<file path="config.mk">
export PLATFORM = sky130hd
export DESIGN_NAME = i2c_powerup_recovery
export DESIGN_NICKNAME = d
export VERILOG_FILES = /design/src/rtl/recov_pkg.sv /design/src/rtl/recov_datapath.sv /design/src/rtl/recov_ctrl.sv /design/src/rtl/i2c_powerup_recovery.sv
export SDC_FILE = /design/constraint.sdc
export NUM_CORES = 1
export LEC_CHECK = 0
export BUFFER_PORTS_ARGS = -buffer_cell sky130_fd_sc_hd__buf_4
export CORE_ASPECT_RATIO = 2
export CORE_MARGIN = 4
export CORE_UTILIZATION = 59
export CTS_CLUSTER_DIAMETER = 80
export CTS_CLUSTER_SIZE = 16
export DETAILED_ROUTE_END_ITERATION = 8
export PLACE_DENSITY = 0.85
export SYNTH_ARGS = -nofsm -noshare
export SYNTH_HDL_FRONTEND = slang
export SYNTH_SLANG_ARGS = --single-unit
export TNS_END_PERCENT = 30
</file>
<file path="constraint.sdc">
create_clock -name clk -period 2.6 [get_ports clk]
set_input_delay 0 -clock clk [delete_from_list [all_inputs] [get_ports clk]]
set_output_delay 0 -clock clk [all_outputs]
set_load 0.01 [all_outputs]
</file>
<file path="src/rtl/recov_pkg.sv">
package recov_pkg;

  typedef enum logic [2:0] {
    ST_SETTLE,
    ST_WATCH,
    ST_BURST_LO,
    ST_BURST_HI,
    ST_WAIT_IDLE,
    ST_START,
    ST_DONE,
    ST_HALT
  } recovState_e;

  // strobes from control to datapath
  typedef struct packed {
    logic cntClr;
    logic cntEn;
    logic latchSda;
    logic watchSample;
    logic windowEnd;
    logic pulseInc;
    logic setBootOk;
  } recovStrobe_t;

endpackage

</file>
<file path="src/rtl/recov_datapath.sv">
module recov_datapath
  import recov_pkg::*;
#(
  parameter int SYNC_STAGES = 2,
  parameter int IDLE_CYCLES = 10000,
  parameter int HALF_CYCLES = 500,
  parameter int PULSES      = 9,
  localparam int CNT_W      = $clog2(IDLE_CYCLES + SYNC_STAGES + HALF_CYCLES + 2),
  localparam int PULSE_W    = $clog2(PULSES + 1)
) (
  input  logic         clk,
  input  logic         rstN,
  input  logic         sclIn,
  input  logic         sdaIn,
  input  recovStrobe_t strb,
  output logic         settleDone,
  output logic         windowDone,
  output logic         halfDone,
  output logic         idleOver,
  output logic         pulsesDone,
  output logic         sclWasLow,
  output logic         sdaStuck,
  output logic         stopSeen,
  output logic         busHigh,
  output logic         windowOver,
  output logic         bootOk
);

  logic [SYNC_STAGES-1:0] sclSh, sdaSh;
  logic sclS, sdaS, sclPrev, sdaPrev;
  logic [CNT_W-1:0] cnt;
  logic [PULSE_W-1:0] pulseCnt;
  logic sclLowSeen;

  // two or more flop synchronizers, reset to the released level
  always_ff @(posedge clk or negedge rstN) begin
    if (!rstN) begin
      sclSh   <= '1;
      sdaSh   <= '1;
      sclPrev <= 1'b1;
      sdaPrev <= 1'b1;
    end else begin
      sclSh   <= {sclSh[SYNC_STAGES-2:0], sclIn};
      sdaSh   <= {sdaSh[SYNC_STAGES-2:0], sdaIn};
      sclPrev <= sclS;
      sdaPrev <= sdaS;
    end
  end

  assign sclS = sclSh[SYNC_STAGES-1];
  assign sdaS = sdaSh[SYNC_STAGES-1];

  // shared cycle counter
  always_ff @(posedge clk or negedge rstN) begin
    if (!rstN)           cnt <= '0;
    else if (strb.cntClr) cnt <= '0;
    else if (strb.cntEn)  cnt <= cnt + 1'b1;
  end

  always_ff @(posedge clk or negedge rstN) begin
    if (!rstN)              pulseCnt <= '0;
    else if (strb.pulseInc) pulseCnt <= pulseCnt + 1'b1;
  end

  always_ff @(posedge clk or negedge rstN) begin
    if (!rstN) begin
      sclLowSeen <= 1'b0;
      sdaStuck   <= 1'b0;
      windowOver <= 1'b0;
      bootOk     <= 1'b0;
    end else begin
      if (strb.watchSample && !sclS) sclLowSeen <= 1'b1;
      if (strb.latchSda)             sdaStuck   <= ~sdaS;
      if (strb.windowEnd)            windowOver <= 1'b1;
      if (strb.setBootOk)            bootOk     <= 1'b1;
    end
  end

  assign settleDone = (cnt == CNT_W'(SYNC_STAGES));
  assign windowDone = (cnt == CNT_W'(IDLE_CYCLES - 1));
  assign halfDone   = (cnt == CNT_W'(HALF_CYCLES - 1));
  assign idleOver   = (cnt == CNT_W'(IDLE_CYCLES));
  assign pulsesDone = (pulseCnt == PULSE_W'(PULSES - 1));
  assign sclWasLow  = sclLowSeen | ~sclS;
  assign busHigh    = sclS & sdaS;
  assign stopSeen   = sdaS & ~sdaPrev & sclS & sclPrev;

endmodule

</file>
<file path="src/rtl/recov_ctrl.sv">
module recov_ctrl
  import recov_pkg::*;
(
  input  logic         clk,
  input  logic         rstN,
  input  logic         bootDisable,
  input  logic         settleDone,
  input  logic         windowDone,
  input  logic         halfDone,
  input  logic         idleOver,
  input  logic         pulsesDone,
  input  logic         sclWasLow,
  input  logic         sdaStuck,
  input  logic         stopSeen,
  input  logic         busHigh,
  output recovStrobe_t strb,
  output logic         sclPullLow,
  output logic         bootStart
);

  recovState_e state, nextState;

  always_ff @(posedge clk or negedge rstN) begin
    if (!rstN) state <= ST_SETTLE;
    else       state <= nextState;
  end

  always_comb begin
    strb      = '0;
    nextState = state;
    unique case (state)
      ST_SETTLE: begin
        strb.cntEn     = 1'b1;
        strb.setBootOk = bootDisable;
        if (settleDone) begin
          strb.cntClr   = 1'b1;
          strb.latchSda = 1'b1;
          nextState     = ST_WATCH;
        end
      end
      ST_WATCH: begin
        strb.cntEn       = 1'b1;
        strb.watchSample = 1'b1;
        if (windowDone) begin
          strb.cntClr    = 1'b1;
          strb.windowEnd = 1'b1;
          if (sdaStuck)         nextState = ST_HALT;
          else if (bootDisable) nextState = ST_DONE;
          else if (sclWasLow)   nextState = ST_WAIT_IDLE;
          else                  nextState = ST_BURST_LO;
        end
      end
      ST_BURST_LO: begin
        strb.cntEn = 1'b1;
        if (halfDone) begin
          strb.cntClr = 1'b1;
          nextState   = ST_BURST_HI;
        end
      end
      ST_BURST_HI: begin
        strb.cntEn = 1'b1;
        if (halfDone) begin
          strb.cntClr   = 1'b1;
          strb.pulseInc = 1'b1;
          nextState     = pulsesDone ? ST_START : ST_BURST_LO;
        end
      end
      ST_WAIT_IDLE: begin
        if (stopSeen || idleOver) begin
          strb.cntClr = 1'b1;
          nextState   = ST_START;
        end else if (busHigh) begin
          strb.cntEn = 1'b1;
        end else begin
          strb.cntClr = 1'b1;
        end
      end
      ST_START: nextState = ST_DONE;
      ST_DONE:  nextState = ST_DONE;
      ST_HALT:  nextState = ST_HALT;
      default:  nextState = ST_HALT;
    endcase
  end

  assign sclPullLow = (state == ST_BURST_LO);
  assign bootStart  = (state == ST_START);

endmodule

</file>
<file path="src/rtl/i2c_powerup_recovery.sv">
module i2c_powerup_recovery
  import recov_pkg::*;
#(
  parameter int SYNC_STAGES = 2,
  parameter int IDLE_CYCLES = 10000,
  parameter int HALF_CYCLES = 500,
  parameter int PULSES      = 9
) (
  input  logic clk,
  input  logic rstN,
  input  logic sclIn,
  input  logic sdaIn,
  input  logic bootDisable,
  input  logic intEnable,
  input  logic xferReq,
  output logic xferGrant,
  output logic sclPullLow,
  output logic sdaPullLow,
  output logic bootOk,
  output logic bootIrq,
  output logic bootStart
);

  recovStrobe_t strb;
  logic settleDone, windowDone, halfDone, idleOver, pulsesDone;
  logic sclWasLow, sdaStuck, stopSeen, busHigh, windowOver;

  recov_datapath #(
    .SYNC_STAGES(SYNC_STAGES),
    .IDLE_CYCLES(IDLE_CYCLES),
    .HALF_CYCLES(HALF_CYCLES),
    .PULSES     (PULSES)
  ) u_dp (
    .clk(clk), .rstN(rstN), .sclIn(sclIn), .sdaIn(sdaIn), .strb(strb),
    .settleDone(settleDone), .windowDone(windowDone), .halfDone(halfDone),
    .idleOver(idleOver), .pulsesDone(pulsesDone), .sclWasLow(sclWasLow),
    .sdaStuck(sdaStuck), .stopSeen(stopSeen), .busHigh(busHigh),
    .windowOver(windowOver), .bootOk(bootOk)
  );

  recov_ctrl u_ctrl (
    .clk(clk), .rstN(rstN), .bootDisable(bootDisable),
    .settleDone(settleDone), .windowDone(windowDone), .halfDone(halfDone),
    .idleOver(idleOver), .pulsesDone(pulsesDone), .sclWasLow(sclWasLow),
    .sdaStuck(sdaStuck), .stopSeen(stopSeen), .busHigh(busHigh),
    .strb(strb), .sclPullLow(sclPullLow), .bootStart(bootStart)
  );

  assign xferGrant  = xferReq & windowOver;
  assign bootIrq    = bootOk & intEnable;
  assign sdaPullLow = 1'b0;  // data always released

endmodule

</file>
; ---- Yosys cells after proc, flatten, opt, wreduce, memory -nomap -nowiden
; Index checks and enable logic that the tools add are counted.
[totals]
regBits = 31
latch_bits = 0
mem_bits_rw = 0
romBits = 0
inputBits = 7
out_inout_bits = 6
word_cells = 72
memories = 0
[op_classes]
add_sub_neg = 2
mul = 0
div_mod_pow = 0
n_lt_le_gt_ge = 0
n_eq_ne = 17
n_shift = 0
mux = 24
n_bitwise = 10
n_reduce_logical = 8
[op_table]
columns = operator, n
row1 = "equality test 14 bit, second input constant", 2
row2 = two-way mux 14 bit, 2
row3 = two-way mux 3 bit, 9
row4 = case mux 3 bit (7 select lines), 1
row5 = "adder 14 x 1 -> 14 bit, second input constant", 1
row6 = "equality test 14 x 2 -> 1 bit, second input constant", 1
row7 = "equality test 14 x 9 -> 1 bit, second input constant", 1
row8 = "equality test 3 bit, second input constant", 4
row9 = two-way mux 1 bit, 10
row10 = case mux 2 bit (4 select lines), 1
row11 = bitwise AND 1 bit, 6
row12 = "equality test 3 x 2 -> 1 bit, second input constant", 2
row13 = "inequality test 2 x 1 -> 1 bit, second input constant", 3
row14 = AND reduction 5 bit, 1
row15 = "adder 4 x 1 -> 4 bit, second input constant", 1
row16 = "equality test 4 bit, second input constant", 1
row17 = "inequality test 2 bit, second input constant", 2
row18 = OR reduction 2 bit, 2
row19 = "equality test 3 x 1 -> 1 bit, second input constant", 1
row20 = zero test 3 bit, 1
row21 = NOT 1 bit, 3
row22 = two-way mux 2 bit, 1
row23 = nonzero test 2 bit, 1
row24 = logical AND 1 bit, 1
row25 = 3 further kinds, 3

; ---- Logic depth before layout (Yosys ltp)
[logic_depth]
depth_word = 9
ltp_mapped = 8
ltp_nobuf = 7

; ---- By module
; Synthesis repeated with hierarchy kept, for this count alone.
[hier_totals]
hier_cells = 180
hier_area_um2 = 1721.7
[by_module_without_submodules]
columns = mod, n_inst, cells_per_inst, area_each_um2, seq_area_each_um2
row1 = recov_datapath, 1, 129, 1348.8, 708.2
row2 = recov_ctrl, 1, 47, 349.1, 75.1
row3 = i2c_powerup_recovery, 1, 4, 23.8, 0.0

; ---- Worst setup path after synthesis
; Ideal clock, no wire load.
[synth_timing]
kind = register to register
startpoint = register u_dp.cnt[5]
endpoint = register u_ctrl.state[1]
setup_time_ns = 0.120
arrival_ns = 1.861
required_ns = 2.480
path_slack_ns = 0.619
path_stages_with_launch = 6
path_buffers = 0
synth_period_minus_slack_ns = 1.981
path_cell_list = dfrtp_1 -> or3_4 -> nor4_4 -> o2bb2ai_2 -> or4_1 -> and3_1
[synth_between]
elab_chain_cells = 4
[synth_lines]
columns = element, line
row1 = "start, declared", recov_datapath.sv:31  ; logic [CNT_W-1:0] cnt;
row2 = "start signal, assigned", recov_datapath.sv:57  ; else if (strb.cntEn) cnt <= cnt + 1'b1;
row3 = equality test 14 bit, recov_datapath.sv:82  ; assign idleOver = (cnt == CNT_W'(IDLE_CYCLES));
row4 = logical OR 1 bit, recov_ctrl.sv:69  ; if (stopSeen || idleOver) begin
row5 = inequality test 2 x 1 -> 1 bit (no line), n/a
row6 = AND reduction 5 bit (no line) (*), n/a
row7 = "end signal, assigned", recov_ctrl.sv:25  ; else state <= nextState;
row8 = "end, declared", recov_ctrl.sv:21  ; recovState_e state, nextState;
; Mark *: on every way between the ends. The rest lies on a longest branch, timed or not.
; A chain may end at the register's enable or synchronous reset.

; ---- Worst setup path in the final report
[layout_timing]
startpoint = register u_dp.cnt[0]
endpoint = register u_ctrl.state[1]
; Same word-level chain as after synthesis.

==> results.md <==
- Status: completed
- H-tree levels: 2
- Unrepaired setup endpoints after global routing: false
- Slowest stage delay, CP: 0.49 ns
- Post-synth top flop: dfrtp_1
- Worst path arrival time: 2.28 ns
- Power, Total: 1.12 mW
- Fill count: between 200 and 250
- Min-Delay Path Class: in2async
- CTS Buf Count: 5
- Antenna cells: 0
- Resize count post-CTS: 0
- Fmax: 0.475 GHz
- Port bufs: 11
- Design Area, Final: around 2000 um^2
- Synthesized area per cell: 9.43 um^2
- Nets: 213
- P&R area growth vs syn: 13.9%
- Final Wtd Congestion: ~0.92
- Lkg Pwr: 0.838 nW
- Unique masters post-synth: 48
- Detailed placement HPWL: between 2 and 3 mm
- Critical-path cell list: ha_1 -> nand3_1 -> nor4_4 -> o2bb2ai_2 -> or4_1 -> and3_1
- Final WL: 3.93 mm
- Slowest CP cell: or4_1
- Worst Tran Pin Value: 0.648 ns
- Setup crit end kind: flop
- FFs w/ async S/R, synth: 1.00
- Drt first pass iters: 4
- IO Count: 13
- Overflow after GRT: 0
- Layout Skew: 0.00231 ns
- Initial Util: 0.619
- Setup tns final: 0 ns
- Peak VDD IR: around 0.65 mV
- Critical-path maximum fanout: 5
- Max-slew violations: 0
- Flop2flop setup slack: 0.49 ns
- WP buf/inv: 0
- Minimum clock period: 2.11 ns
- Tot GR Track Use: 0.230
- Fin cells: 231
- Post-CTS Setup Bufs: 0
- Reg2Reg Depth: 6
- Reg-to-reg endpoint: u_ctrl.state[1]
- Setup CP Type: reg2reg
- Final setup violation count: 0
- First-pass GRT wire length: about 6.5 mm
- Routed len/inst: 17.0 um
- Critical Path RT: between 2 and 3 ns
- Post-Syn Area: 1740 um^2
- Placed Area: 1820 um^2
- Vias in the first global route: 1,488
- Die height: 84.7 um
- Total number of vias: about 1,400
- Root buffer cell: clkbuf_8
- Die Footprint: between 3000 and 4000 um^2
- CTS Sinks: 31
- Share of cells above drive strength 1: 0.183
- Clock Latency Late Sink: 0.28 ns
- Initial antenna violation count: 0
- Vias/cell: 6.16
- Std cell rows: 27
- Worst reg2reg path startpoint: u_dp.cnt[0]
- DR DRC count: 0
- Max cap viols: 0
- Largest net degree at the start of global routing: 32
- Slew HR: 0.564
- Clock-pin slew on the worst setup and hold paths: 0.06 ns
- CTS tree: built
- Post-DRT Antenna Nets: 0
- Final Hold Vio Count: 0
- Post-synthesis sequential area ratio: 0.451
- Family with the most delay on the worst path: simple AND/OR/NAND/NOR gates
- Final cycle utilization of the critical path: 0.810
- Die Span X: 46.4 um
- Post-synth EDFFs: 0
- Synth Warn #: 0
- Post-placement cell count: about 220
- Post-Syn Instances: 184
- Pwr Density: between 500 and 600 nW/um^2
- Worst setup SP type: flop
- Syn_nets: 196
- CTS Buffer Depth: 2
- Core Area: 2800 um^2
- Post-synthesis register bit count: 31
- Initial drt markers: 53
per-layer routing:
metal	GRT usage	part of all wire	vias up
li1	-	-	677
met3	0.0515	0.046	20
met1	0.233	0.36	673
met5	0	0	-
met4	0.163	0.053	0
met2	0.382	0.54	52
report_power, final:
group | switching, mW | internal, mW
logic | 0.0522 | 0.0373
registers | 0.0400 | 0.510
clock network | 0.170 | 0.309
cell usage after synthesis, types with 3 or more instances:
master	count	share of area
dfrtp_1	25	0.36
nor2_1	21	0.045
nand2_1	13	0.028
nand3_1	12	0.035
xnor2_1	12	0.061
inv_1	11	0.024
nor3_1	7	0.020
dfstp_2	6	0.091
ha_1	5	0.036
nand4_1	5	0.018
o21ai_1	5	0.014
nand2b_1	4	0.014
o21a_1	4	0.017
a211oi_1	3	0.013
and2_1	3	0.011
and3_1	3	0.011
o21ai_0	3	0.0086
o31ai_1	3	0.013
flip-flops by register name, summed over array words and instances (netlist names):
register / count
u_dp.sclPrev: 1
u_dp.bootOk: 1
u_dp.sdaStuck: 1
u_dp.sdaPrev: 1
u_dp.sclLowSeen: 1
u_dp.cnt: 14
u_dp.windowOver: 1
u_dp.sdaSh: 2
u_ctrl.state: 3
u_dp.pulseCnt: 4
u_dp.sclSh: 2
cell families (layout without fill, tap and decap cells):
group,after synthesis,in the layout,synth area share
DFF,31,31,0.451
buffers and inverters,18,36,0.0505
and+or+nand+nor,85,85,0.269
adders and majority gates,5,5,0.0360
other,1,1,0.00216
xor gates and xnor gates,13,13,0.0656
AOI/OAI and AO/OA,31,31,0.125
final cells by class:
| class | count | area (um^2) | share of cell area |
|---|---|---|---|
| Multi-Input combinational cell | 135 | 865 | 0.437 |
| Sequential cell | 31 | 783 | 0.396 |
| Timing Repair Buffer | 16 | 130 | 0.0658 |
| Clock buffer | 6 | 82.6 | 0.0418 |
| Inverter | 12 | 45.0 | 0.0228 |
| Tap cell | 29 | 36.3 | 0.0184 |
| Clock inverter | 2 | 35.0 | 0.0177 |
worst max-delay path by stage:
stage,slack (ns),to,from,cells past startpoint
after floorplan,0.62,u_ctrl.state[1],u_dp.cnt[5],5
after global placement,0.58,u_ctrl.state[1],u_dp.cnt[7],5
after detailed placement,0.52,u_ctrl.state[1],u_dp.cnt[0],6
after CTS,0.51,u_ctrl.state[1],u_dp.cnt[0],6
after global routing,0.34,u_ctrl.state[1],u_dp.cnt[0],6
final,0.49,u_ctrl.state[1],u_dp.cnt[0],6
cells in the final DEF (no fill, tap or decap), types with 5 or more instances in the layout:
cell / n
buf_4: 12
clkbuf_8: 6
dfrtp_1: 25
dfstp_2: 6
ha_1: 5
inv_1: 11
nand2_1: 13
nand3_1: 12
nand4_1: 5
nor2_1: 21
nor3_1: 7
o21ai_1: 5
xnor2_1: 12
repair_timing:
action | CTS | global route
hold buffers | 4 | 0
endpoints found under the hold margin | 34 | 0
endpoints found under the setup margin | 0 | 0
through the flow:
stage                     hold WS (ns)  worst slack (ns)   util
after global routing             0.216             0.340  0.705
after global placement         -0.0582             0.578  0.649
after floorplan                 -0.296             0.619      -
final                            0.179             0.495  0.705
after CTS                        0.190             0.507  0.705
after detailed placement       -0.0492             0.517  0.649
(Power assumes the default switching activity.)
